## src/rtl/dgt_pkg.sv

```systemverilog
package dgt_pkg;
  typedef enum logic [1:0] {
    ADDR_COEF_LO = 2'd0,
    ADDR_COEF_HI = 2'd1,
    ADDR_CTRL    = 2'd2,
    ADDR_SPARE   = 2'd3
  } dgt_addr_e;

  localparam int CTRL_EN_BIT = 0;
endpackage

```

## src/rtl/dgt_rst_sync.sv

```systemverilog
module dgt_rst_sync #(
  parameter int STAGES = 2
) (
  input  logic clk,
  input  logic rst_n,
  output logic rst_sync_n
);
  logic [STAGES-1:0] chain_q;
  logic [STAGES-1:0] chain_d;

  generate
    if (STAGES == 1) begin : g_one
      always_comb chain_d = 1'b1;
    end else begin : g_many
      always_comb chain_d = {chain_q[STAGES-2:0], 1'b1};
    end
  endgenerate

  always_ff @(posedge clk or negedge rst_n) begin
    if (!rst_n) chain_q <= '0;
    else        chain_q <= chain_d;
  end

  assign rst_sync_n = chain_q[STAGES-1];
endmodule

```

## src/rtl/dgt_coef_regs.sv

```systemverilog
module dgt_coef_regs
  import dgt_pkg::*;
#(
  parameter int BYTE_W = 8,
  localparam int COEF_W = 2 * BYTE_W
) (
  input  logic              clk,
  input  logic              rst_n,
  input  logic              reg_wr,
  input  logic [1:0]        reg_addr,
  input  logic [BYTE_W-1:0] reg_wdata,
  output logic [COEF_W-1:0] coef,
  output logic              tap_en
);
  logic [BYTE_W-1:0] stage_lo_q, stage_lo_d;
  logic [COEF_W-1:0] coef_q, coef_d;
  logic              en_q, en_d;
  logic              wr_lo, wr_hi, wr_ctrl;

  always_comb begin
    wr_lo   = reg_wr && (reg_addr == ADDR_COEF_LO);
    wr_hi   = reg_wr && (reg_addr == ADDR_COEF_HI);
    wr_ctrl = reg_wr && (reg_addr == ADDR_CTRL);

    stage_lo_d = stage_lo_q;
    coef_d     = coef_q;
    en_d       = en_q;
    if (wr_lo)   stage_lo_d = reg_wdata;
    if (wr_hi)   coef_d     = {reg_wdata, stage_lo_q};
    if (wr_ctrl) en_d       = reg_wdata[CTRL_EN_BIT];
  end

  always_ff @(posedge clk or negedge rst_n) begin
    if (!rst_n) begin
      stage_lo_q <= '0;
      coef_q     <= '0;
      en_q       <= 1'b0;
    end else begin
      if (wr_lo)   stage_lo_q <= stage_lo_d;
      if (wr_hi)   coef_q     <= coef_d;
      if (wr_ctrl) en_q       <= en_d;
    end
  end

  assign coef   = coef_q;
  assign tap_en = en_q;
endmodule

```

## src/rtl/dgt_tap_datapath.sv

```systemverilog
module dgt_tap_datapath #(
  parameter int W          = 16,
  parameter bit ADD_ON_ONE = 1'b1,
  localparam int EW = W + 1
) (
  input  logic         clk,
  input  logic         rst_n,
  input  logic [W-1:0] smp_in,
  input  logic         smp_valid,
  input  logic         bit_in,
  input  logic         bit_valid,
  input  logic [W-1:0] coef,
  input  logic         tap_en,
  output logic [W-1:0] out_smp,
  output logic         out_valid
);
  localparam logic [W-1:0] POS_LIMIT = {1'b0, {(W-1){1'b1}}};
  localparam logic [W-1:0] NEG_LIMIT = {1'b1, {(W-1){1'b0}}};

  logic          fire;
  logic          do_add;
  logic [EW-1:0] smp_x, coef_x, sum_x;
  logic [W-1:0]  clamped, result;
  logic [W-1:0]  out_smp_q, out_smp_d;
  logic          out_valid_q, out_valid_d;

  generate
    if (ADD_ON_ONE) begin : g_add_on_one
      assign do_add = bit_in;
    end else begin : g_add_on_zero
      assign do_add = ~bit_in;
    end
  endgenerate

  always_comb begin
    fire   = smp_valid && bit_valid;
    smp_x  = {smp_in[W-1], smp_in};
    coef_x = {coef[W-1], coef};
    sum_x  = do_add ? (smp_x + coef_x) : (smp_x - coef_x);
    if (sum_x[EW-1] != sum_x[W-1])
      clamped = sum_x[EW-1] ? NEG_LIMIT : POS_LIMIT;
    else
      clamped = sum_x[W-1:0];
    result      = tap_en ? clamped : smp_in;
    out_smp_d   = fire ? result : out_smp_q;
    out_valid_d = fire;
  end

  always_ff @(posedge clk or negedge rst_n) begin
    if (!rst_n) begin
      out_smp_q   <= '0;
      out_valid_q <= 1'b0;
    end else begin
      out_valid_q <= out_valid_d;
      if (fire) out_smp_q <= out_smp_d;
    end
  end

  assign out_smp   = out_smp_q;
  assign out_valid = out_valid_q;
endmodule

```

## src/rtl/dgt_bitstream_tap.sv

```systemverilog
module dgt_bitstream_tap #(
  parameter int BYTE_W      = 8,
  parameter bit ADD_ON_ONE  = 1'b1,
  parameter int SYNC_STAGES = 2,
  localparam int W = 2 * BYTE_W
) (
  input  logic              clk,
  input  logic              rst_n,
  input  logic              reg_wr,
  input  logic [1:0]        reg_addr,
  input  logic [BYTE_W-1:0] reg_wdata,
  input  logic              bit_in,
  input  logic              bit_valid,
  input  logic [W-1:0]      smp_in,
  input  logic              smp_valid,
  output logic [W-1:0]      out_smp,
  output logic              out_valid
);
  logic         rst_int_n;
  logic [W-1:0] coef;
  logic         tap_en;

  dgt_rst_sync #(.STAGES(SYNC_STAGES)) u_rst (
    .clk(clk), .rst_n(rst_n), .rst_sync_n(rst_int_n)
  );

  dgt_coef_regs #(.BYTE_W(BYTE_W)) u_regs (
    .clk(clk), .rst_n(rst_int_n), .reg_wr(reg_wr), .reg_addr(reg_addr),
    .reg_wdata(reg_wdata), .coef(coef), .tap_en(tap_en)
  );

  dgt_tap_datapath #(.W(W), .ADD_ON_ONE(ADD_ON_ONE)) u_dp (
    .clk(clk), .rst_n(rst_int_n), .smp_in(smp_in), .smp_valid(smp_valid),
    .bit_in(bit_in), .bit_valid(bit_valid), .coef(coef), .tap_en(tap_en),
    .out_smp(out_smp), .out_valid(out_valid)
  );
endmodule

```

## config.mk

```make
export PLATFORM = sky130hd
export DESIGN_NAME = dgt_bitstream_tap
export DESIGN_NICKNAME = d
export VERILOG_FILES = /design/src/rtl/dgt_pkg.sv /design/src/rtl/dgt_rst_sync.sv /design/src/rtl/dgt_coef_regs.sv /design/src/rtl/dgt_tap_datapath.sv /design/src/rtl/dgt_bitstream_tap.sv
export SDC_FILE = /design/constraint.sdc
export NUM_CORES = 1
export LEC_CHECK = 0
export ABC_CLOCK_PERIOD_IN_PS = 2660
export BUFFER_PORTS_ARGS = -buffer_cell sky130_fd_sc_hd__buf_4
export CAP_MARGIN = 30
export CORE_UTILIZATION = 39
export DETAILED_ROUTE_END_ITERATION = 16
export GPL_TIMING_DRIVEN = 0
export PLACE_DENSITY = 0.62
export SLEW_MARGIN = 20
export SYNTH_ARGS = -nofsm -noshare
export SYNTH_HDL_FRONTEND = slang
export SYNTH_HIERARCHICAL = 1
export SYNTH_SLANG_ARGS = --single-unit
```

## constraint.sdc

```tcl
create_clock -name clk -period 2.66 [get_ports clk]
set_input_delay 0.532 -clock clk [delete_from_list [all_inputs] [get_ports clk]]
set_output_delay 0.532 -clock clk [all_outputs]
set_load 0.005 [all_outputs]
```

==> impl_metrics.py, run 1 <==
metrics = {
    "status": {
        "status": "finished, violations left",
        "violations": "setup timing",
    },
    "synth": {
        "synth_top_area_cell": "dfrtp_1",
        "synth_top_area_share_pct": 35.53,
        "avgSynthCellArea_um2": 9.808,
        "ys_top_cells_by_area": "dfrtp_1, mux2_2, ha_1",
        "ys_warn_count": 6,
        "synth.distinct_cells": 51,
        "syn-num-nets": 366,
        "async_reset_ff_share_pct": 100.0,
        "synth_edf_count": 0,
        "netlist_area_um2": 3099,
        "synth-seq-cells": 44,
        "seq_area_frac_synth_pct": 35.53,
        "synth_flop_cell": "dfrtp_1",
        "syn_inst": 316,
    },
    "pwr": {
        "finalPower_mw": 3.868,
        "p_sw_mw": 1.585,
        "peakVddDrop_uv": 401.7,
        "seq_power_share_pct": 27.0,
        "clkPwrFrac_pct": 11.8,
        "internal-power_mw": 2.284,
        "p_per_area_nw_per_um2": 875.8,
        "comb_power_share_pct": 61.2,
        "switching_share_pct": 40.96,
        "power_leakage_nw": 1.812,
    },
    "sta": {
        "min_period_ns": 3.206,
        "grt_setup_unrepaired": "yes",
        "tightest_slew_ns": 0.5343,
        "max_freq_mhz": 311.9,
        "fin_ws_ns": -0.5461,
        "hold_viol_final": 0,
        "finClkSkew_ns": 0.006896,
        "slew_viol_final": 0,
        "slew_headroom_pct": 64.38,
        "fin_crit_sh_pct": 120.5,
        "setup_violations": 16,
    },
    "clock_network": {
        "numCtsBuffers": 5,
        "cts.sinks": 44,
        "clk_pin_slew_ns": 0.09,
        "cts_root_buffer": "clkbuf_8",
        "cts_tree": "done",
        "h-tree-depth": 2,
        "cts_buffer_depth": 2,
        "insertion_delay_ns": 0.30,
    },
    "final_layout": {
        "stdcell_count": 507,
        "postLayoutCoreUtil_pct": 57.45,
        "num-fill-cells": 669,
        "diodes": 0,
        "drive_gt1_share_pct": 47.65,
        "areaGrowthSynthToFinish_pct": 42.51,
        "finalNetCount": 454,
    },
    "routing": {
        "wirelength_um": 8250,
        "vias": 2788,
        "drtIter0Drc": 116,
        "drc": 0,
        "drt-vias-per-instance": 5.499,
        "ant_nets": 0,
        "drtPass1Iterations": 4,
        "wl_per_cell_um": 16.27,
    },
    "floorplan": {
        "die_w_um": 91.15,
        "die_h_um": 91.15,
        "core-area_um2": 7687,
        "die_area_um2": 8307,
        "ios": 49,
        "row_count": 32,
        "initial_core_util_pct": 40.32,
    },
    "worst_setup_path": {
        "critPathKind": "flip-flop to flip-flop",
        "path_max_fanout": 7,
        "cp-end-kind": "flip-flop",
        "cp-start-kind": "flip-flop",
        "cp.arrival_ns": 3.41,
        "crit_required_ns": 2.86,
        "crit_path_start": "u_regs/coef[0]",
        "r2r_start": "u_regs/coef[0]",
    },
    "placed_design": {
        "place_inst": 467,
        "hpwl_um": 5868,
        "place_ws_ns": -0.9461,
        "gp_congestion": 0.8471,
        "portBuffers": 48,
    },
    "global_route": {
        "grt_usage_pct": 19.76,
        "antenna_found_initial": 0,
        "grt_remaining_overflow": 0,
        "grt_pass1_wl_um": 13200,
        "grt_pass1_vias": 2760,
        "grt_max_degree": 23,
    },
    "run": {
        "cap_violations": 0,
    },
    "worst_hold_path": {
        "holdCritPathClass": "flip-flop to async pin",
    },
}
[power groups by stage]
| stage | combinational (mW) | sequential (mW) | clock, mW |
|---|---|---|---|
| after detailed placement | 1.69 | 1.06 | 0 |
| final | 2.37 | 1.05 | 0.455 |
| after floorplan | 1.21 | 1.03 | 0 |
| after global placement | 1.66 | 1.06 | 0 |
| after CTS | 2.12 | 1.04 | 0.466 |
| after global routing | 2.56 | 1.08 | 0.484 |
[cell families (layout without fill, tap and decap cells)]
family	after synthesis	in the layout	share of synthesized area, %
compound gates	95	95	19.74
simple gates	79	79	15.10
flops	44	44	35.53
xor+xnor	31	31	8.761
mux	26	26	9.447
fa+ha+maj	21	21	8.478
buf+inv	19	108	2.826
other cells	1	1	0.1210
[what timing repair did]
action	CTS	global route
setup buffers	24	7
gates resized for setup	44	37
endpoints found under the setup margin	16	16
hold buffers	1	0
hold endpoints to repair	2	0
cloned	2	0
pin swaps	38	34
[Yosys cell counts (all sizes together), types with 2 or more instances]
cell type and n:
nand3b 2, nand4 4, and2 2, nor2 16
a211oi 7, o311ai 2, nor2b 2, ha 17
nand2 12, a21o 3, inv 7, a31oi 3
mux2 26, xnor2 10, maj3 3, o211ai 15
buf 5, o21bai 3, a21oi 38, clkbuf 7
nor4 3, nor3 10, nor3b 13, o21a 2
dfrtp 44, nand3 7, or3 4, o21ai 15
xor2 21
[final timing paths]
path | to | slack (ns) | depth (start not counted)
min in group clk | u_rst/chain_q[1] | 0.35 | 0
max in group asynchronous | u_regs/coef[8] | 1.91 | 1
min | u_regs/tap_en | 0.26 | 0
min reg2reg | u_regs/tap_en | 0.26 | 0
max | u_dp/out_smp[7] | -0.55 | 16
max reg2reg | u_dp/out_smp[7] | -0.55 | 16
[through the flow]
stage | hold WS [ns] | cell area [um2] | setup TNS [ns]
6_report | 0.2557 | 4417 | -7.900
2_1_floorplan | 0.2364 | 3168 | -4.877
4_1_cts | 0.2772 | 4190 | -7.326
3_3_place_gp | 0.3148 | 3656 | -13.31
3_5_place_dp | 0.2674 | 3685 | -13.66
5_1_grt | 0.3149 | 4417 | -11.07
[layout by cell type, fill, tap and decap left out, drive strengths merged, types with 4 or more instances in the layout]
cell | Yosys | final
nor3 | 10 | 10
xor2 | 21 | 21
nor3b | 13 | 13
o21ai | 15 | 15
clkbuf | 7 | 13
nand2 | 12 | 12
a21oi | 38 | 38
or3 | 4 | 4
inv | 7 | 7
mux2 | 26 | 26
dfrtp | 44 | 44
a211oi | 7 | 7
xnor2 | 10 | 10
o211ai | 15 | 15
nor2 | 16 | 16
ha | 17 | 17
nand4 | 4 | 4
buf | 5 | 85
nand3 | 7 | 7
[worst max-delay path, stage by stage, from the launching register on]
cell      delay (ns)
dfrtp_2         0.42
buf_6           0.13
nor4_4          0.28
nand2_2         0.15
nor2_4          0.13
nor2_2          0.04
xor2_1          0.16
ha_1            0.39
o21ai_1         0.09
o21bai_1        0.23
a21oi_2         0.09
o21ai_4         0.24
xor2_2          0.22
buf_6           0.15
buf_4           0.12
nand3_4         0.14
o311ai_2        0.11
[sequential cells by signal (all words and copies together), names as in the netlist]
register,cells
u_regs/stage_lo_q,8
u_rst/chain_q,2
u_regs/tap_en,1
u_dp/out_valid,1
u_regs/coef,16
u_dp/out_smp,16
[final cells by class]
class                      count  area, um2  area share [%]
multi-input combinational    253       2318           52.49
sequential                    44       1107           25.07
timing repair buffer          82      670.6           15.18
tap                          102      127.6           2.890
clock buffer                   6      82.58           1.870
buffer                        11      68.82           1.558
inverter                       7      26.28          0.5949
clock inverter                 2      15.01          0.3399
[routing by layer]
layer	part of all wire, %	up-vias	GRT usage (%)
met5	0	-	0
met4	1.4	0	5.423
met3	4.7	11	3.434
met2	49	70	33.78
met1	45	1364	25.67
li1	-	1343	-
Power figures use the tool's default switching activity.
==> run 2, diff against run 1 <==
--- a/config.mk
+++ b/config.mk
@@ -12,6 +12,7 @@
 export DETAILED_ROUTE_END_ITERATION = 16
 export GPL_TIMING_DRIVEN = 0
 export PLACE_DENSITY = 0.62
+export SKIP_CTS_REPAIR_TIMING = 1
 export SLEW_MARGIN = 20
 export SYNTH_ARGS = -nofsm -noshare
 export SYNTH_HDL_FRONTEND = slang
==> impl_metrics.py, run 2 (synthesized netlist as in run 1, its figures left out) <==
metrics = {
    "global_route": {
        "grt_pass1_wl_um": 12170,
        "grt_max_degree": 23,
        "grt_usage_pct": 18.11,
        "grt_remaining_overflow": 0,
        "grt_pass1_vias": 2566,
        "antenna_found_initial": 0,
    },
    "clock_network": {
        "h-tree-depth": 2,
        "numCtsBuffers": 5,
        "cts_tree": "done",
        "cts_buffer_depth": 2,
        "cts_root_buffer": "clkbuf_8",
        "clk_pin_slew_ns": 0.09,
        "cts.sinks": 44,
        "insertion_delay_ns": 0.30,
    },
    "routing": {
        "drt-vias-per-instance": 5.575,
        "ant_nets": 0,
        "drtPass1Iterations": 4,
        "drtIter0Drc": 149,
        "drc": 0,
        "wirelength_um": 8070,
        "vias": 2782,
        "wl_per_cell_um": 16.17,
    },
    "worst_setup_path": {
        "r2r_start": "u_regs/coef[1]",
        "cp.arrival_ns": 3.50,
        "path_cells": "inv_2, ha_4, nor3b_4, buf_4, a21oi_2, xor2_1, ha_4, a21oi_2, o211ai_1, a21oi_2, o21ai_4, buf_12, xnor2_4, maj3_2, a21oi_2",
        "cpPeakStageDelay_ns": 0.41,
        "r2r_slack_ns": -0.61,
        "crit_family": "compound AO/OA/AOI/OAI gates",
        "reg2regPathDepth": 15,
        "cp-start-kind": "flip-flop",
        "crit_required_ns": 2.89,
        "cp-end-kind": "flip-flop",
        "critPathKind": "flip-flop to flip-flop",
        "worst-path-buf-inv": 3,
        "path_max_fanout": 6,
        "slowest_stage": "dfrtp_2",
        "rr_endpoint": "u_dp/out_smp[12]",
        "path_common_cell": "a21oi_2",
    },
    "floorplan": {
        "die_h_um": 91.15,
        "core-area_um2": 7687,
        "die_area_um2": 8307,
        "initial_core_util_pct": 40.32,
        "row_count": 32,
        "ios": 49,
        "die_w_um": 91.15,
    },
    "pwr": {
        "p_per_area_nw_per_um2": 864.0,
        "peakVddDrop_uv": 399.3,
        "power_leakage_nw": 1.746,
    },
    "final_layout": {
        "diodes": 0,
        "areaGrowthSynthToFinish_pct": 38.64,
        "postLayoutCoreUtil_pct": 55.89,
        "finalNetCount": 446,
        "num-fill-cells": 696,
        "stdcell_count": 499,
        "final_common_cell": "buf_4",
        "mostFrequentLayoutCells": "buf_4, dfrtp_1, mux2_2",
        "drive_gt1_share_pct": 45.59,
    },
    "sta": {
        "finClkSkew_ns": 0.006505,
        "grt_setup_unrepaired": "yes",
        "slew_headroom_pct": 64.47,
        "hold_viol_final": 0,
        "fin_ws_ns": -0.6073,
        "tightest_slew_ns": 0.5330,
        "setup_violations": 16,
        "min_period_ns": 3.267,
        "fin_crit_sh_pct": 122.8,
        "slew_viol_final": 0,
        "max_freq_mhz": 306.1,
        "finalSetupTns_ns": -8.574,
    },
    "status": {
        "status": "finished, violations left",
        "violations": "setup timing",
    },
    "placed_design": {
        "portBuffers": 48,
        "gp_congestion": 0.8471,
        "hpwl_um": 5868,
        "place_inst": 467,
    },
    "worst_hold_path": {
        "holdCritPathClass": "flip-flop to async pin",
    },
    "run": {
        "cap_violations": 0,
    },
}
## run 2: report_power, final
part,internal (mW),switching [mW],leakage (nW),total (mW)
combinational,1.11,1.09,1.18,2.20
clock,0.211,0.241,0.0434,0.452
sequential,0.869,0.190,0.520,1.06
## run 2: through the flow
step	setup slack (ns)	total power [mW]	cell area (um2)	hold WS [ns]
after global routing	-0.7142	3.947	4297	0.3149
after CTS	-0.9273	3.205	3782	-0.01173
after global placement	-0.9228	2.712	3656	0.3148
after detailed placement	-0.9461	2.749	3685	0.2674
final	-0.6073	3.712	4297	0.2550
after floorplan	-0.3539	2.236	3168	0.2364
## run 2: how the worst max path moves through the flow
stage / startpoint / end / slack (ns) / depth (start not counted)
after CTS: u_regs/coef[0] / u_dp/out_smp[8] / -0.93 / 15
final: u_regs/coef[1] / u_dp/out_smp[12] / -0.61 / 15
after detailed placement: bit_in / u_dp/out_smp[8] / -0.95 / 13
after global routing: u_regs/coef[1] / u_dp/out_smp[12] / -0.71 / 15
after floorplan: u_regs/coef[10] / u_dp/out_smp[15] / -0.35 / 13
after global placement: bit_in / u_dp/out_smp[8] / -0.92 / 13
## run 2: cell type report
| type | instances | area, um2 | share of cell area (%) |
|---|---|---|---|
| inverter | 7 | 26.28 | 0.6115 |
| multi-input combinational | 253 | 2280 | 53.06 |
| timing repair buffer | 73 | 580.6 | 13.51 |
| clock buffer | 6 | 82.58 | 1.922 |
| clock inverter | 2 | 15.01 | 0.3494 |
| sequential | 44 | 1107 | 25.77 |
| buffer | 12 | 77.57 | 1.805 |
| tap | 102 | 127.6 | 2.970 |
## run 2: layer usage
metal / global-route usage [%] / part of all wire [%] / wire [um]
met1: 24.37 / 45 / 3634
met2: 30.43 / 49 / 3972
met3: 3.266 / 4.8 / 389
met4: 3.704 / 0.90 / 73
met5: 0 / 0 / 0
